<file path="src/rtl/msi_eq_pkg.sv">
package msi_eq_pkg;

  localparam int unsigned WORD_W    = 64;
  localparam int unsigned WORDS     = 8;
  localparam int unsigned WIDX_W    = $clog2(WORDS);

  typedef enum logic [1:0] {
    KIND_MSI  = 2'd0,
    KIND_MSIX = 2'd1,
    KIND_MSG  = 2'd2,
    KIND_INTX = 2'd3
  } ev_kind_e;

  localparam logic [7:0] TYPE_MSG   = 8'd1;
  localparam logic [7:0] TYPE_MSI32 = 8'd2;
  localparam logic [7:0] TYPE_MSI64 = 8'd3;
  localparam logic [7:0] TYPE_INTX  = 8'd8;

  typedef struct packed {
    ev_kind_e     kind;
    logic         addr64;
    logic [15:0]  rid;
    logic [63:0]  addr;
    logic [31:0]  data;
    logic [7:0]   code;
    logic [2:0]   route;
    logic [7:0]   target;
    logic [1:0]   pin;
    logic [63:0]  sysino;
    logic [63:0]  ts;
  } event_t;

  function automatic logic msg_code_ok(input logic [7:0] c);
    case (c)
      8'h18, 8'h1B, 8'h30, 8'h31, 8'h33: msg_code_ok = 1'b1;
      default:                           msg_code_ok = 1'b0;
    endcase
  endfunction

endpackage

</file>
<file path="src/rtl/msi_eq_fmt.sv">
module msi_eq_fmt
  import msi_eq_pkg::*;
#(
  parameter bit TS_EN = 1'b1
) (
  input  event_t                ev_i,
  input  logic [WIDX_W-1:0]     widx_i,
  output logic [WORD_W-1:0]     word_o
);

  logic [7:0]        rec_type;
  logic [WORD_W-1:0] ts_word;
  logic              is_msi;

  assign is_msi = (ev_i.kind == KIND_MSI) || (ev_i.kind == KIND_MSIX);

  always_comb begin
    case (ev_i.kind)
      KIND_MSG:  rec_type = TYPE_MSG;
      KIND_INTX: rec_type = TYPE_INTX;
      default:   rec_type = ev_i.addr64 ? TYPE_MSI64 : TYPE_MSI32;
    endcase
  end

  generate
    if (TS_EN) begin : g_ts
      assign ts_word = ev_i.ts;
    end else begin : g_no_ts
      assign ts_word = '0;
    end
  endgenerate

  always_comb begin
    word_o = '0;
    case (widx_i)
      3'd0: word_o = {56'h0, rec_type};
      3'd1: word_o = (ev_i.kind == KIND_INTX) ? ev_i.sysino : '0;
      3'd3: word_o = ts_word;
      3'd4: word_o = {48'h0, ev_i.rid};
      3'd5: begin
        if (is_msi)
          word_o = ev_i.addr64 ? ev_i.addr : {32'h0, ev_i.addr[31:0]};
      end
      3'd6: begin
        case (ev_i.kind)
          KIND_MSI:  word_o = {48'h0, ev_i.data[15:0]};
          KIND_MSIX: word_o = {32'h0, ev_i.data};
          KIND_MSG:  word_o = {24'h0, ev_i.target, 13'h0, ev_i.route, 8'h0, ev_i.code};
          default:   word_o = {62'h0, ev_i.pin};
        endcase
      end
      default: word_o = '0;
    endcase
  end

endmodule

</file>
<file path="src/rtl/msi_eq_ptrs.sv">
module msi_eq_ptrs #(
  parameter int unsigned DEPTH_W = 2
) (
  input  logic               clk_i,
  input  logic               rst_ni,
  input  logic               head_wr_i,
  input  logic [DEPTH_W-1:0] head_val_i,
  input  logic               en_wr_i,
  input  logic               en_val_i,
  input  logic               err_clr_i,
  input  logic               err_set_i,
  input  logic               tail_inc_i,
  output logic [DEPTH_W-1:0] head_o,
  output logic [DEPTH_W-1:0] tail_o,
  output logic               en_o,
  output logic               err_o,
  output logic               full_o,
  output logic               irq_o
);

  logic [DEPTH_W-1:0] head_q, tail_q, tail_nxt;
  logic               en_q, err_q;

  assign tail_nxt = tail_q + 1'b1;

  always_ff @(posedge clk_i or negedge rst_ni) begin
    if (!rst_ni) begin
      head_q <= '0;
      tail_q <= '0;
      en_q   <= 1'b0;
      err_q  <= 1'b0;
    end else begin
      if (head_wr_i)  head_q <= head_val_i;
      if (tail_inc_i) tail_q <= tail_nxt;
      if (en_wr_i)    en_q   <= en_val_i;
      // set has priority over software clear
      if (err_set_i)      err_q <= 1'b1;
      else if (err_clr_i) err_q <= 1'b0;
    end
  end

  assign head_o = head_q;
  assign tail_o = tail_q;
  assign en_o   = en_q;
  assign err_o  = err_q;
  assign full_o = (tail_nxt == head_q);
  assign irq_o  = en_q && (head_q != tail_q);

endmodule

</file>
<file path="src/rtl/msi_eq_seq.sv">
module msi_eq_seq
  import msi_eq_pkg::*;
(
  input  logic              clk_i,
  input  logic              rst_ni,
  input  logic              ev_valid_i,
  input  event_t            ev_i,
  output logic              ev_ready_o,
  input  logic              en_i,
  input  logic              full_i,
  output logic              err_set_o,
  output logic              tail_inc_o,
  output logic              we_o,
  output logic [WIDX_W-1:0] widx_o,
  output event_t            ev_q_o
);

  typedef enum logic {ST_IDLE, ST_WRITE} st_e;

  st_e               st_q;
  logic [WIDX_W-1:0] cnt_q;
  event_t            ev_q;
  logic              accept, keep, start, last;

  assign ev_ready_o = (st_q == ST_IDLE);
  assign accept     = ev_valid_i && ev_ready_o;
  assign keep       = accept && en_i &&
                      ((ev_i.kind != KIND_MSG) || msg_code_ok(ev_i.code));
  assign start      = keep && !full_i;
  assign err_set_o  = keep && full_i;
  assign last       = (st_q == ST_WRITE) && (cnt_q == WIDX_W'(WORDS - 1));
  assign tail_inc_o = last;
  assign we_o       = (st_q == ST_WRITE);
  assign widx_o     = cnt_q;
  assign ev_q_o     = ev_q;

  always_ff @(posedge clk_i or negedge rst_ni) begin
    if (!rst_ni) begin
      st_q  <= ST_IDLE;
      cnt_q <= '0;
      ev_q  <= '0;
    end else begin
      case (st_q)
        ST_IDLE: if (start) begin
          st_q  <= ST_WRITE;
          cnt_q <= '0;
          ev_q  <= ev_i;
        end
        default: begin
          cnt_q <= cnt_q + 1'b1;
          if (last) st_q <= ST_IDLE;
        end
      endcase
    end
  end

endmodule

</file>
<file path="src/rtl/msi_eq_writer.sv">
module msi_eq_writer
  import msi_eq_pkg::*;
#(
  parameter int unsigned DEPTH_W = 2,
  parameter bit          TS_EN   = 1'b1,
  localparam int unsigned AW     = DEPTH_W + WIDX_W
) (
  input  logic               clk_i,
  input  logic               rst_ni,
  input  logic               ev_valid_i,
  output logic               ev_ready_o,
  input  logic [1:0]         ev_kind_i,
  input  logic               ev_addr64_i,
  input  logic [15:0]        ev_rid_i,
  input  logic [63:0]        ev_addr_i,
  input  logic [31:0]        ev_data_i,
  input  logic [7:0]         ev_msg_code_i,
  input  logic [2:0]         ev_msg_route_i,
  input  logic [7:0]         ev_msg_target_i,
  input  logic [1:0]         ev_intx_pin_i,
  input  logic [63:0]        ev_sysino_i,
  input  logic [63:0]        timestamp_i,
  input  logic               head_wr_i,
  input  logic [DEPTH_W-1:0] head_val_i,
  input  logic               en_wr_i,
  input  logic               en_val_i,
  input  logic               err_clr_i,
  output logic               mem_we_o,
  output logic [AW-1:0]      mem_addr_o,
  output logic [63:0]        mem_data_o,
  output logic [DEPTH_W-1:0] head_o,
  output logic [DEPTH_W-1:0] tail_o,
  output logic               en_o,
  output logic               err_o,
  output logic               irq_o
);

  event_t            ev_in, ev_q;
  logic              full, err_set, tail_inc;
  logic [WIDX_W-1:0] widx;

  always_comb begin
    ev_in        = '0;
    ev_in.kind   = ev_kind_e'(ev_kind_i);
    ev_in.addr64 = ev_addr64_i;
    ev_in.rid    = ev_rid_i;
    ev_in.addr   = ev_addr_i;
    ev_in.data   = ev_data_i;
    ev_in.code   = ev_msg_code_i;
    ev_in.route  = ev_msg_route_i;
    ev_in.target = ev_msg_target_i;
    ev_in.pin    = ev_intx_pin_i;
    ev_in.sysino = ev_sysino_i;
    ev_in.ts     = timestamp_i;
  end

  msi_eq_seq u_seq (
    .clk_i      (clk_i),
    .rst_ni     (rst_ni),
    .ev_valid_i (ev_valid_i),
    .ev_i       (ev_in),
    .ev_ready_o (ev_ready_o),
    .en_i       (en_o),
    .full_i     (full),
    .err_set_o  (err_set),
    .tail_inc_o (tail_inc),
    .we_o       (mem_we_o),
    .widx_o     (widx),
    .ev_q_o     (ev_q)
  );

  msi_eq_ptrs #(.DEPTH_W(DEPTH_W)) u_ptrs (
    .clk_i      (clk_i),
    .rst_ni     (rst_ni),
    .head_wr_i  (head_wr_i),
    .head_val_i (head_val_i),
    .en_wr_i    (en_wr_i),
    .en_val_i   (en_val_i),
    .err_clr_i  (err_clr_i),
    .err_set_i  (err_set),
    .tail_inc_i (tail_inc),
    .head_o     (head_o),
    .tail_o     (tail_o),
    .en_o       (en_o),
    .err_o      (err_o),
    .full_o     (full),
    .irq_o      (irq_o)
  );

  msi_eq_fmt #(.TS_EN(TS_EN)) u_fmt (
    .ev_i   (ev_q),
    .widx_i (widx),
    .word_o (mem_data_o)
  );

  assign mem_addr_o = {tail_o, widx};

endmodule

</file>
<file path="config.mk">
export PLATFORM = sky130hd
export DESIGN_NAME = msi_eq_writer
export DESIGN_NICKNAME = d
export VERILOG_FILES = /design/src/rtl/msi_eq_pkg.sv /design/src/rtl/msi_eq_fmt.sv /design/src/rtl/msi_eq_ptrs.sv /design/src/rtl/msi_eq_seq.sv /design/src/rtl/msi_eq_writer.sv
export SDC_FILE = /design/constraint.sdc
export NUM_CORES = 1
export LEC_CHECK = 0
export BUFFER_PORTS_ARGS = -buffer_cell sky130_fd_sc_hd__buf_2
export CAP_MARGIN = 20
export CORE_MARGIN = 4
export CORE_UTILIZATION = 47
export CTS_CLUSTER_DIAMETER = 200
export CTS_CLUSTER_SIZE = 28
export DETAILED_ROUTE_END_ITERATION = 8
export PLACE_DENSITY = 0.83
export SLEW_MARGIN = 20
export SYNTH_ARGS = -nofsm -noshare
export SYNTH_HDL_FRONTEND = slang
export SYNTH_SLANG_ARGS = --single-unit
</file>
<file path="constraint.sdc">
create_clock -name clk_i -period 1.9 [get_ports clk_i]
set_input_delay 0.285 -clock clk_i [delete_from_list [all_inputs] [get_ports clk_i]]
set_output_delay 0.285 -clock clk_i [all_outputs]
set_load 0.1 [all_outputs]
</file>
# Word level (Yosys, flattened, before mapping)
# Cells that the tools add are included.
# classes
add_sub_neg,2
eq_ne,17
n_mux,15
bitwise_logic,1
n_reduce_logical,16
# op_table
operator,count
64-bit case mux with 6 select lines,1
64-bit 2-to-1 mux,3
40-bit case mux with 3 select lines,1
8-bit by 6-bit equality test with 1-bit output (second input constant),3
8-bit by 5-bit equality test with 1-bit output (second input constant),2
8-bit case mux with 2 select lines,1
3-bit equality test (second input constant),4
1-bit logical AND,7
1-bit 2-to-1 mux,7
3-bit 2-to-1 mux,2
5-bit OR reduction,1
2-bit equality test (second input constant),2
2-bit nonzero test,2
3-bit by 1-bit adder with 3-bit output (second input constant),1
3-bit by 1-bit equality test with 1-bit output (second input constant),1
3-bit by 2-bit equality test with 1-bit output (second input constant),1
3-bit zero test,1
2-bit by 1-bit adder with 2-bit output (second input constant),1
2-bit by 1-bit equality test with 1-bit output (second input constant),1
2-bit equality test,1
2-bit zero test,1
1-bit logical OR,2
2-bit inequality test,1
2-bit inequality test (second input constant),1
3 further kinds,3
# word_totals
ff_bits,274
in_bits,273
output_inout_bits,78
wordCells,68

# Longest topological paths before layout
# Gate-level depths: netlist (run 1).
# logic_depth
depth_word,8
ltp_mapped,9
ltp_nobuf,6

# By module
# Synthesis (run 1) repeated with hierarchy kept, for this count alone.
# unflattened
hier_cells,854
area_unflattened_um2,11979.0
# modules_own_cells
module,instances,cells_each,area_each_um2,seq_area_each_um2
msi_eq_seq,1,591,10090.9,6706.4
msi_eq_fmt,1,240,1617.8,0.0
msi_eq_ptrs,1,21,255.2,150.1
msi_eq_writer,1,2,15.0,0.0

# Least setup slack after synthesis (run 1)
# Ideal clock, no wire load.
# synth_timing
kind,register to output
from,"register u_seq.cnt_q[2], in the netlist u_seq.widx_o[2]"
to,output port mem_data_o[1]
arrival_ns,3.004
required_ns,1.615
path_slack_ns,-1.389
stages_incl_launch_ff,8
path_buffers,3
path_cell_list,dfrtp_1 clkbuf_1 inv_1 ha_1 clkbuf_1 clkbuf_1 a222oi_1 nand3_1
# synth_via
elab_chain_cells,2
# synth_rtl
element,line,rtl
start: declaration,msi_eq_seq.sv:21,logic [WIDX_W-1:0] cnt_q;
start signal: assignment,msi_eq_seq.sv:50,cnt_q <= cnt_q + 1'b1;
"3-bit equality test, or another cell as far along",msi_eq_fmt.sv:35,case (widx_i)
64-bit case mux with 6 select lines *,msi_eq_fmt.sv:35,
end: declaration,msi_eq_writer.sv:30,"output logic [63:0] mem_data_o,"
# Every way passes the cells marked *; elsewhere a longest branch is shown, timed or not.

# Worst setup path after layout (run 1)
# layout_timing
from,"register u_seq.cnt_q[0], in the netlist u_seq.widx_o[0]"
to,output port mem_data_o[33]
# Same word-level chain as after synthesis.

==> flow_metrics.tcl, run 1 <==
set metrics [dict create \
    synth_largest_area_cell "dfrtp_1" \
    start_util 0.480 \
    max_cap_violations 0 \
    stdcell_count 1692 \
    fin_skew_ns 0.0135 \
    critPathKind "register to output port" \
    synth.distinct_cells 37 \
    cts_buffers 13 \
    ir_worst_vdd_mv 1.81 \
    antenna_found_initial 19 \
    synthTopCellsByCount "274 x dfrtp_1, 268 x mux2_2, 78 x nand2_1, 64 x a222oi_1" \
    outcome "complete, but fails checks" \
    clockBufferDepth 3 \
    coreArea_um2 24500 \
    rsz0062_at_grt "true" \
    syn-cell-area_um2 11800 \
    postRouteAntennaNets 0 \
    wl_per_cell_um 26.1 \
    setup-violations-final 333 \
    synth_area_leaders "dfrtp_1 58%, mux2_2 26%, a222oi_1 5.5%, nand2_1 2.5%, buf_4 1.5%" \
    seq_area_frac_synth 0.583 \
    via_per_inst 5.84 \
    cts-root-buf "clkbuf_16" \
    hold_viol 0 \
    pre_cts_ws_ns -0.610 \
    fin_setup_tns_ns -161.91 \
    area_delta_synth_final_pct 62.7 \
    track_usage 0.304 \
    vias 9877 \
    place_hpwl_um 26800 \
    placed_cells 1591 \
    num_io_pins 351 \
    drt-total-wl_um 44100 \
    power.leakage_nw 9.12 \
    cts_tree "built" \
    cp-start-kind "register" \
    placementRows 57 \
    arrival_ns 2.56 \
    syn_nets 1123 \
    fmax_ghz 0.352 \
    place.gp.congestion 0.846 \
    grt_pass1_vias 11100 \
    synth_seq_cells 274 \
    drt_first_pass_iters 8 \
    synth_cells 844 \
    grt_start_max_net_pins 55 \
    finalCritPeriodShare 1.50 \
    cp.required_ns 1.62 \
    violations "setup timing" \
    numClockSinks 274 \
    holdCritPathClass "input port to register" \
    power_density_nw_per_um2 1770 \
    drv_slew 0 \
    grt_pass1_wl_um 66100 \
    die_h_um 166 \
    drc 0 \
    clkTransAtPathRegs_ns 0.12 \
    relSlewSlack 0.644 \
    clock_latency_ns 0.48 \
    cts_max_level 1 \
    die_w_um 166 \
    grt_overflow 0 \
    fillers 1268 \
    tightest_slew_ns 0.534 \
    layout-drive-gt1-share 0.688 \
    nNetsFinal 1627 \
    synth-main-ff-cell "dfrtp_1" \
    drt_iter0_drc 1103 \
    synth_area_per_cell_um2 13.9 \
    yosysMostFrequentCell "dfrtp_1" \
    reg2reg_slack_ns -0.53 \
    synth_enable_flop_cells 0 \
    path_max_fanout 13 \
    die_area_um2 27600 \
    place.port_buffers 350 \
    layout_min_cycle_time_ns 2.84 \
    yosysWarnings 0 \
    fin_ws_ns -0.941 \
    yosysTopAreaCellShare 0.583 \
    end_kind "output port" \
    async_reset_ff_frac 1.00 \
]
-- worst max-delay path, cell delays in order (launching register included) --
cell,delay (ns)
dfrtp_4,0.56
ha_4,0.19
ha_4,0.19
buf_12,0.16
buf_6,0.13
a222oi_1,0.41
buf_4,0.20
nand2_4,0.05
buf_12,0.16
-- layout make-up --
cell class | count | area [um2] | area share
clock inverters | 1 | 8.76 | 0.000458
inverters | 29 | 118 | 0.00615
diodes | 19 | 47.5 | 0.00249
multi-input cells | 482 | 5970 | 0.312
repair buffers | 548 | 5360 | 0.280
well taps | 324 | 405 | 0.0212
clock buffers | 15 | 333 | 0.0174
flip-flops and latches | 274 | 6880 | 0.360
-- cells in the final DEF, fill, tap and decap left out, types with 5 or more instances in the layout --
cell type and n:
a222oi_1 64, and2_4 5, buf_12 105, buf_16 18
buf_2 281, buf_4 95, buf_6 22, buf_8 22
clkbuf_16 14, dfrtp_1 266, dfrtp_4 6, diode_2 19
inv_2 24, mux2_4 265, nand2_1 52, nand2_4 26
nand2b_1 5, nand3_4 13
-- per-stage QoR --
stage                     instance area, um2  utilization  hold WS [ns]  total power, mW
after global placement                 17300        0.707         0.237             28.1
final                                  19100        0.782        0.0192             33.8
after CTS                              19300        0.789       0.00153             33.4
after floorplan                        13500            -       -0.0106             22.7
after global routing                   19100        0.782      -0.00388             35.0
after detailed placement               17300        0.707         0.251             28.8
-- layer usage --
| layer | up-vias | wire length, um | share of wire | GRT usage |
|---|---|---|---|---|
| met3 | 111 | 2870 | 0.065 | 0.0557 |
| met4 | 2 | 1890 | 0.043 | 0.138 |
| met2 | 528 | 22700 | 0.51 | 0.522 |
| li1 | 4115 | - | - | - |
| met5 | - | 20 | 0.00045 | 0 |
| met1 | 5121 | 16600 | 0.38 | 0.375 |
-- where the power goes --
| group | switching [mW] | internal (mW) |
|---|---|---|
| sequential | 2.18 | 8.77 |
| clock | 1.84 | 1.27 |
| combinational | 10.1 | 9.69 |
| total | 14.1 | 19.7 |
-- flip-flops by register name (all words and copies together), names as in the netlist --
signal / count
u_ptrs.tail_o: 2
u_ptrs.en_o: 1
u_ptrs.head_o: 2
u_seq.widx_o: 3
u_ptrs.err_o: 1
u_seq.we_o: 1
u_seq.ev_q_o: 264
-- worst paths after layout --
kind | start | end | cells after the start
max | u_seq.widx_o[0] | mem_data_o[33] | 8
min | ev_rid_i[7] | u_seq.ev_q_o[252] | 2
max reg2reg | u_ptrs.head_o[1] | u_seq.ev_q_o[69] | 9
min reg2reg | u_seq.ev_q_o[149] | u_seq.ev_q_o[149] | 1
max in group asynchronous | rst_ni | u_seq.ev_q_o[203] | 3
min in group asynchronous | rst_ni | u_seq.ev_q_o[221] | 2
-- timing repair --
action / in CTS / in global routing
setup buffers: 48 / 20
resized for setup: 129 / 49
hold buffers: 1 / 1
gates cloned: 28 / 2
endpoints found under the hold margin: 46 / 1
endpoints found under the setup margin: 334 / 333
pin swaps: 19 / 13
-- kinds of logic after synthesis --
| group | synth area share |
|---|---|
| adders and majority gates | 0.00639 |
| buffers and inverters | 0.0372 |
| xor gates and xnor gates | 0.00224 |
| DFF | 0.583 |
| and+or+nand+nor | 0.0437 |
| AOI/OAI and AO/OA | 0.0686 |
| muxes | 0.259 |
No activity file was read; power rests on OpenSTA's default activity.
==> inputs of run 2 (changes only) <==
- BUFFER_PORTS_ARGS: -buffer_cell sky130_fd_sc_hd__buf_2 -> -buffer_cell sky130_fd_sc_hd__clkbuf_2
- PLACE_DENSITY: 0.83 -> 0.82
- SYNTH_HIERARCHICAL: default -> 1
==> run 2 against run 1 <==
The flow still finishes with violations (setup timing). Maximum frequency increased by 6.8%. Register-to-register slack improved by 0.08 ns. First-iteration DRC count decreased by 18%. Clock skew increased by 0.0056 ns. Critical path depth decreased by 1. Sequential power about the same. Total power increased by 1.3%. Sequential cell count unchanged. Sequential share of layout area decreased by 0.80 points. Die area increased by 1.8%. Combinational power about the same. Largest power group unchanged.
==> flow_metrics.tcl, run 2 <==
set metrics [dict create \
    power_density_nw_per_um2 1750 \
    grt_pass1_vias 11200 \
    critPathKind "register to output port" \
    final_cell_mix "281 x clkbuf_2, 263 x dfrtp_1, 263 x mux2_4" \
    hold_viol 0 \
    synth.distinct_cells 44 \
    clockBufferDepth 3 \
    end_kind "output port" \
    p_sw_frac 0.431 \
    final_area_um2 19600 \
    grt_pass1_wl_um 66800 \
    p_sw_mw 14.8 \
    drt_first_pass_iters 8 \
    outcome "complete, but fails checks" \
    cp-start-kind "register" \
    yosysTopAreaCellShare 0.572 \
    internal_power_mw 19.5 \
    tightest_slew_ns 0.625 \
    placed_cells 1574 \
    die_w_um 168 \
    postRouteAntennaNets 0 \
    placementRows 58 \
    holdCritPathClass "input port to register" \
    synth_area_leaders "dfrtp_1 57%, mux2_1 21%, a22oi_1 3.8%, mux2_2 3.8%, a222oi_1 3.3%" \
    place_area_um2 17400 \
    syn_nets 1129 \
    relSlewSlack 0.581 \
    drt-total-wl_um 45100 \
    cts_max_level 1 \
    cts_tree "built" \
    clkTransAtPathRegs_ns 0.13 \
    stdcell_count 1681 \
    vias 9769 \
    violations "setup timing" \
    drt_iter0_drc 903 \
    fin_ws_ns -0.759 \
    final-seq-area_um2 6890 \
    drc 0 \
    pwr-share-clk 0.093 \
    synth_largest_area_cell "dfrtp_1" \
    arrival_ns 2.37 \
    largest_register_ffs 264 \
    synth_area_per_cell_um2 14.0 \
    synth_cells 854 \
    syn-cell-area_um2 12000 \
    final_common_cell "clkbuf_2" \
    place.port_buffers 350 \
    power.leakage_nw 9.09 \
    multi_input_area_um2 6320 \
    clock_latency_ns 0.50 \
    synthTopCellsByCount "274 x dfrtp_1, 225 x mux2_1, 61 x a22oi_1, 40 x a222oi_1, 40 x mux2_2" \
    async_reset_ff_frac 1.00 \
    nNetsFinal 1620 \
    layout-drive-gt1-share 0.701 \
    cts_buffers 13 \
    track_usage 0.304 \
    fmax_ghz 0.376 \
    numClockSinks 274 \
    path_max_fanout 5 \
    cp.required_ns 1.62 \
    drv_slew 0 \
    fillers 1365 \
    power_frac_seq 0.323 \
    synth_seq_cells 274 \
    layout_min_cycle_time_ns 2.66 \
    rsz0062_at_grt "true" \
    yosysWarnings 6 \
    start_util 0.477 \
    wl_per_cell_um 26.8 \
    seq_area_frac_synth 0.572 \
    die_area_um2 28100 \
    setup-violations-final 332 \
    num_io_pins 351 \
    grt_start_max_net_pins 75 \
    yosysMostFrequentCell "dfrtp_1" \
    place_hpwl_um 27500 \
    ir_worst_vdd_mv 1.59 \
    p_comb_frac 0.584 \
    die_h_um 168 \
    cts-root-buf "clkbuf_16" \
    area_delta_synth_final_pct 63.5 \
    synth-main-ff-cell "dfrtp_1" \
    synth_enable_flop_cells 0 \
    antenna_found_initial 3 \
    finalCritPeriodShare 1.40 \
    max_cap_violations 0 \
    grt_overflow 0 \
    fin_skew_ns 0.0192 \
    coreArea_um2 25100 \
    via_per_inst 5.81 \
    place.gp.congestion 0.864 \
]
## run 2: cell types whose count changed after synthesis, moves of 20 or more
cell and change:
o21ai_0 +20, nand2_1 -59, a222oi_1 -24, mux2_1 +225, mux2_2 -228, a22oi_1 +53
## run 2: routing by layer
metal  vias to the layer above  part of all wire  global-route usage
met1                      5006              0.39               0.385
met3                       100             0.066              0.0550
met4                         0             0.036               0.106
li1                       4154                 -                   -
met5                         -                 0                   0
met2                       509              0.51               0.529
## run 2: power groups by stage
stage	logic, mW	clock network [mW]	registers [mW]
6_report	20.0	3.17	11.1
2_1_floorplan	12.6	0	10.7
3_3_place_gp	17.9	0	10.6
4_1_cts	19.7	3.22	10.8
5_1_grt	20.6	3.44	11.3
3_5_place_dp	18.3	0	10.8
## run 2: area by class of cell
cell class | instances | share of cell area
diodes | 3 | 0.000383
inverters | 32 | 0.00716
flip-flops and latches | 274 | 0.352
multi-input cells | 486 | 0.323
clock inverters | 1 | 0.000447
repair buffers | 538 | 0.279
clock buffers | 17 | 0.0174
well taps | 330 | 0.0211
## run 2: stage by stage
stage               total power [mW]  setup TNS, ns  setup WS (ns)  utilization  hold slack (ns)
detailed placement              29.0         -81.28         -0.405        0.692            0.201
finish                          34.3        -134.80         -0.759        0.780           0.0139
global route                    35.3        -159.91         -0.791        0.780          0.00204
global placement                28.5         -77.07         -0.312        0.692            0.203
CTS                             33.7        -131.95         -0.705        0.780         0.000105
floorplan                       23.2        -160.02          -1.03            -          -0.0106
## run 2: worst paths after layout
check	startpoint	slack, ns	end	cells past startpoint
setup / recovery	u_seq/widx_o[1]	-0.76	mem_data_o[50]	7
setup reg to reg	u_ptrs/tail_o[1]	-0.45	u_seq/ev_q_o[228]	11
min in group asynchronous	rst_ni	0.27	u_seq/ev_q_o[242]	2
hold / removal	ev_data_i[1]	0.01	u_seq/ev_q_o[150]	2
max in group asynchronous	rst_ni	0.84	u_seq/widx_o[0]	3
hold reg to reg	u_ptrs/err_o	0.52	u_ptrs/err_o	1
## run 2: cell families after synthesis
logic type                 synth area share
DFF                                   0.572
muxes                                 0.254
AOI/OAI and AO/OA                    0.0967
buffers and inverters                0.0415
and+or+nand+nor                      0.0303
xor gates and xnor gates            0.00293
adders and majority gates           0.00209
## run 2: critical path, cell delays in order, from the launching register on
cell and delay [ns]:
dfrtp_4 0.54, and3_4 0.21, buf_8 0.14, buf_12 0.13, buf_12 0.12, a222oi_1 0.46, inv_2 0.09, buf_12 0.18
## run 2: repair_timing
| action | in CTS | in global routing |
|---|---|---|
| hold buffers | 12 | 3 |
| buffers inserted | 51 | 19 |
| endpoints found under the hold margin | 42 | 3 |
| cloned | 26 | 6 |
| endpoints found under the setup margin | 334 | 335 |
| pin swaps | 31 | 22 |
| resized for setup | 131 | 59 |
==> inputs of run 3 (changes only) <==
- PLACE_DENSITY: 0.82 -> 0.83
- SYNTH_HIERARCHICAL: 1 -> default
==> run 3 against run 2 <==
The run still ends with setup timing left. Global-route usage is 1.1 points higher. Cell area decreased by 1.3%. Sequential share of layout area rose by 0.40 points. First-iteration DRC count up 25%. Count of clock-buffer cells in the layout fell by 2. Combinational power hardly changed. Clock power decreased by 1%. Via count increased by 1.1%.
==> flow_metrics.tcl, run 3 (synthesis gave the netlist of run 1 again) <==
set metrics [dict create \
    outcome "complete, but fails checks" \
    violations "setup timing" \
    crit_top_cell "buf_12" \
    power_density_nw_per_um2 1760 \
    die_w_um 166 \
    vias 9878 \
    cts_tree "built" \
    final_area_um2 19300 \
    hold_viol 0 \
    drt-total-wl_um 45300 \
    numClockSinks 274 \
    cts_buffers 13 \
    internal_power_mw 19.9 \
    track_usage 0.316 \
    place.port_buffers 350 \
    crit_chain "buf_6, ha_4, and3b_2, buf_12, and2_4, a222oi_1, buf_4, nand2_4, buf_12" \
    largest_register_ffs 264 \
    die_area_um2 27600 \
    start_util 0.480 \
    fin_hold_ws_ns 0.0170 \
    postRouteAntennaNets 0 \
    setup-violations-final 333 \
    cp.required_ns 1.62 \
    placementRows 57 \
    finalCritPeriodShare 1.50 \
    fmax_ghz 0.351 \
    cts-root-buf "clkbuf_16" \
    met3_usage 0.0474 \
    globalRouteMet1Util 0.379 \
    ir_worst_vdd_mv 1.72 \
    place_hpwl_um 26600 \
    cp-start-kind "register" \
    use_met2 0.571 \
    fillers 1238 \
    wl_per_cell_um 26.8 \
    max_stage_delay_ns 0.52 \
    place.gp.congestion 0.813 \
    critPathKind "register to output port" \
    grt_overflow 0 \
    place_area_um2 17200 \
    layout-drive-gt1-share 0.692 \
    coreArea_um2 24500 \
    path_buf_inv 4 \
    fin_skew_ns 0.0159 \
    p_comb_frac 0.587 \
    cts_max_level 1 \
    end_kind "output port" \
    rsz0062_at_grt "true" \
    cp_slowest_cell "dfrtp_4" \
    holdCritPathClass "input port to register" \
    drt_first_pass_iters 8 \
    top_usage_layer "met2" \
    pwr-share-clk 0.092 \
    final_cell_mix "281 x clkbuf_2, 266 x dfrtp_1, 265 x mux2_4" \
    drt_iter0_drc 1126 \
    final_common_cell "clkbuf_2" \
    grt_start_max_net_pins 62 \
    critPathTopFamily "buffers and inverters" \
    via_per_inst 5.84 \
    clock_latency_ns 0.49 \
    reg2reg_slack_ns -0.61 \
    relSlewSlack 0.609 \
    power_frac_seq 0.321 \
    arrival_ns 2.56 \
    fin_ws_ns -0.949 \
    die_h_um 166 \
    p_sw_mw 14.2 \
    num_io_pins 351 \
    clockBufferDepth 3 \
    area_delta_synth_final_pct 64.5 \
    p_sw_frac 0.417 \
    power.leakage_nw 9.28 \
    grt_pass1_wl_um 68300 \
    drv_slew 0 \
    clkTransAtPathRegs_ns 0.12 \
    path_max_fanout 7 \
    drc 0 \
    layout_min_cycle_time_ns 2.85 \
    tightest_slew_ns 0.589 \
    max_cap_violations 0 \
    antenna_found_initial 7 \
    nNetsFinal 1637 \
    grt_pass1_vias 11400 \
]
[run 3: changes by cell type in the layout (fill, tap and decap cells not counted), sizes merged, moves of 7 or more]
cell / previous run / this run
nand2: 19 / 78
nand3: 1 / 17
buf: 235 / 271
dlygate4sd3: 15 / 1
nor2: 9 / 2
a22oi: 61 / 8
a222oi: 40 / 64
o21ai: 29 / 3
[run 3: worst paths after layout]
check                                  from                 to  cells after the start
setup / recovery            u_seq.widx_o[1]     mem_data_o[31]                      9
hold / removal              ev_sysino_i[13]   u_seq.ev_q_o[77]                      2
setup reg to reg           u_ptrs.head_o[1]  u_seq.ev_q_o[211]                     10
hold reg to reg            u_seq.ev_q_o[90]   u_seq.ev_q_o[90]                      1
max in group asynchronous            rst_ni   u_seq.ev_q_o[10]                      3
min in group asynchronous            rst_ni   u_seq.ev_q_o[41]                      2
[run 3: metrics by stage]
step / setup TNS, ns / utilization / cells / power, mW / setup slack, ns
6_report: -182.99 / 0.790 / 1690 / 34.1 / -0.949
5_1_grt: -204.41 / 0.790 / 1690 / 35.2 / -1.01
4_1_cts: -194.58 / 0.797 / 1683 / 33.4 / -0.861
3_5_place_dp: -129.87 / 0.703 / 1582 / 28.8 / -0.472
2_1_floorplan: -189.96 / - / 844 / 22.7 / -0.769
3_3_place_gp: -110.35 / 0.703 / 1582 / 28.1 / -0.401
[run 3: area by class of cell]
cell class                 instances  area [um2]  area share
timing repair buffer             559        5590       0.289
clock buffer                      15         333      0.0172
tap                              324         405      0.0210
antenna                            7        17.5    0.000906
multi-input combinational        481        5980       0.309
clock inverter                     1        8.76    0.000453
inverter                          29         115     0.00595
sequential                       274        6880       0.356
[run 3: power groups by stage]
stage | registers [mW] | clock network (mW) | logic, mW
after floorplan | 10.6 | 0 | 12.1
after global placement | 10.5 | 0 | 17.6
after detailed placement | 10.7 | 0 | 18.1
after CTS | 10.7 | 3.12 | 19.6
after global routing | 11.2 | 3.35 | 20.6
final | 10.9 | 3.13 | 20.0
[run 3: repair_timing]
item                                    CTS  global route
resized for setup                       115            65
hold buffers                              1             0
pin swaps                                19            25
endpoints found under the setup margin  334           335
gates cloned                             34             5
hold endpoints to repair                 51             0
setup buffers                            52            28
[run 3: layer usage]
metal,share of wire,up-vias
met5,0,-
li1,-,4118
met1,0.37,5064
met3,0.065,116
met2,0.52,580
met4,0.040,0
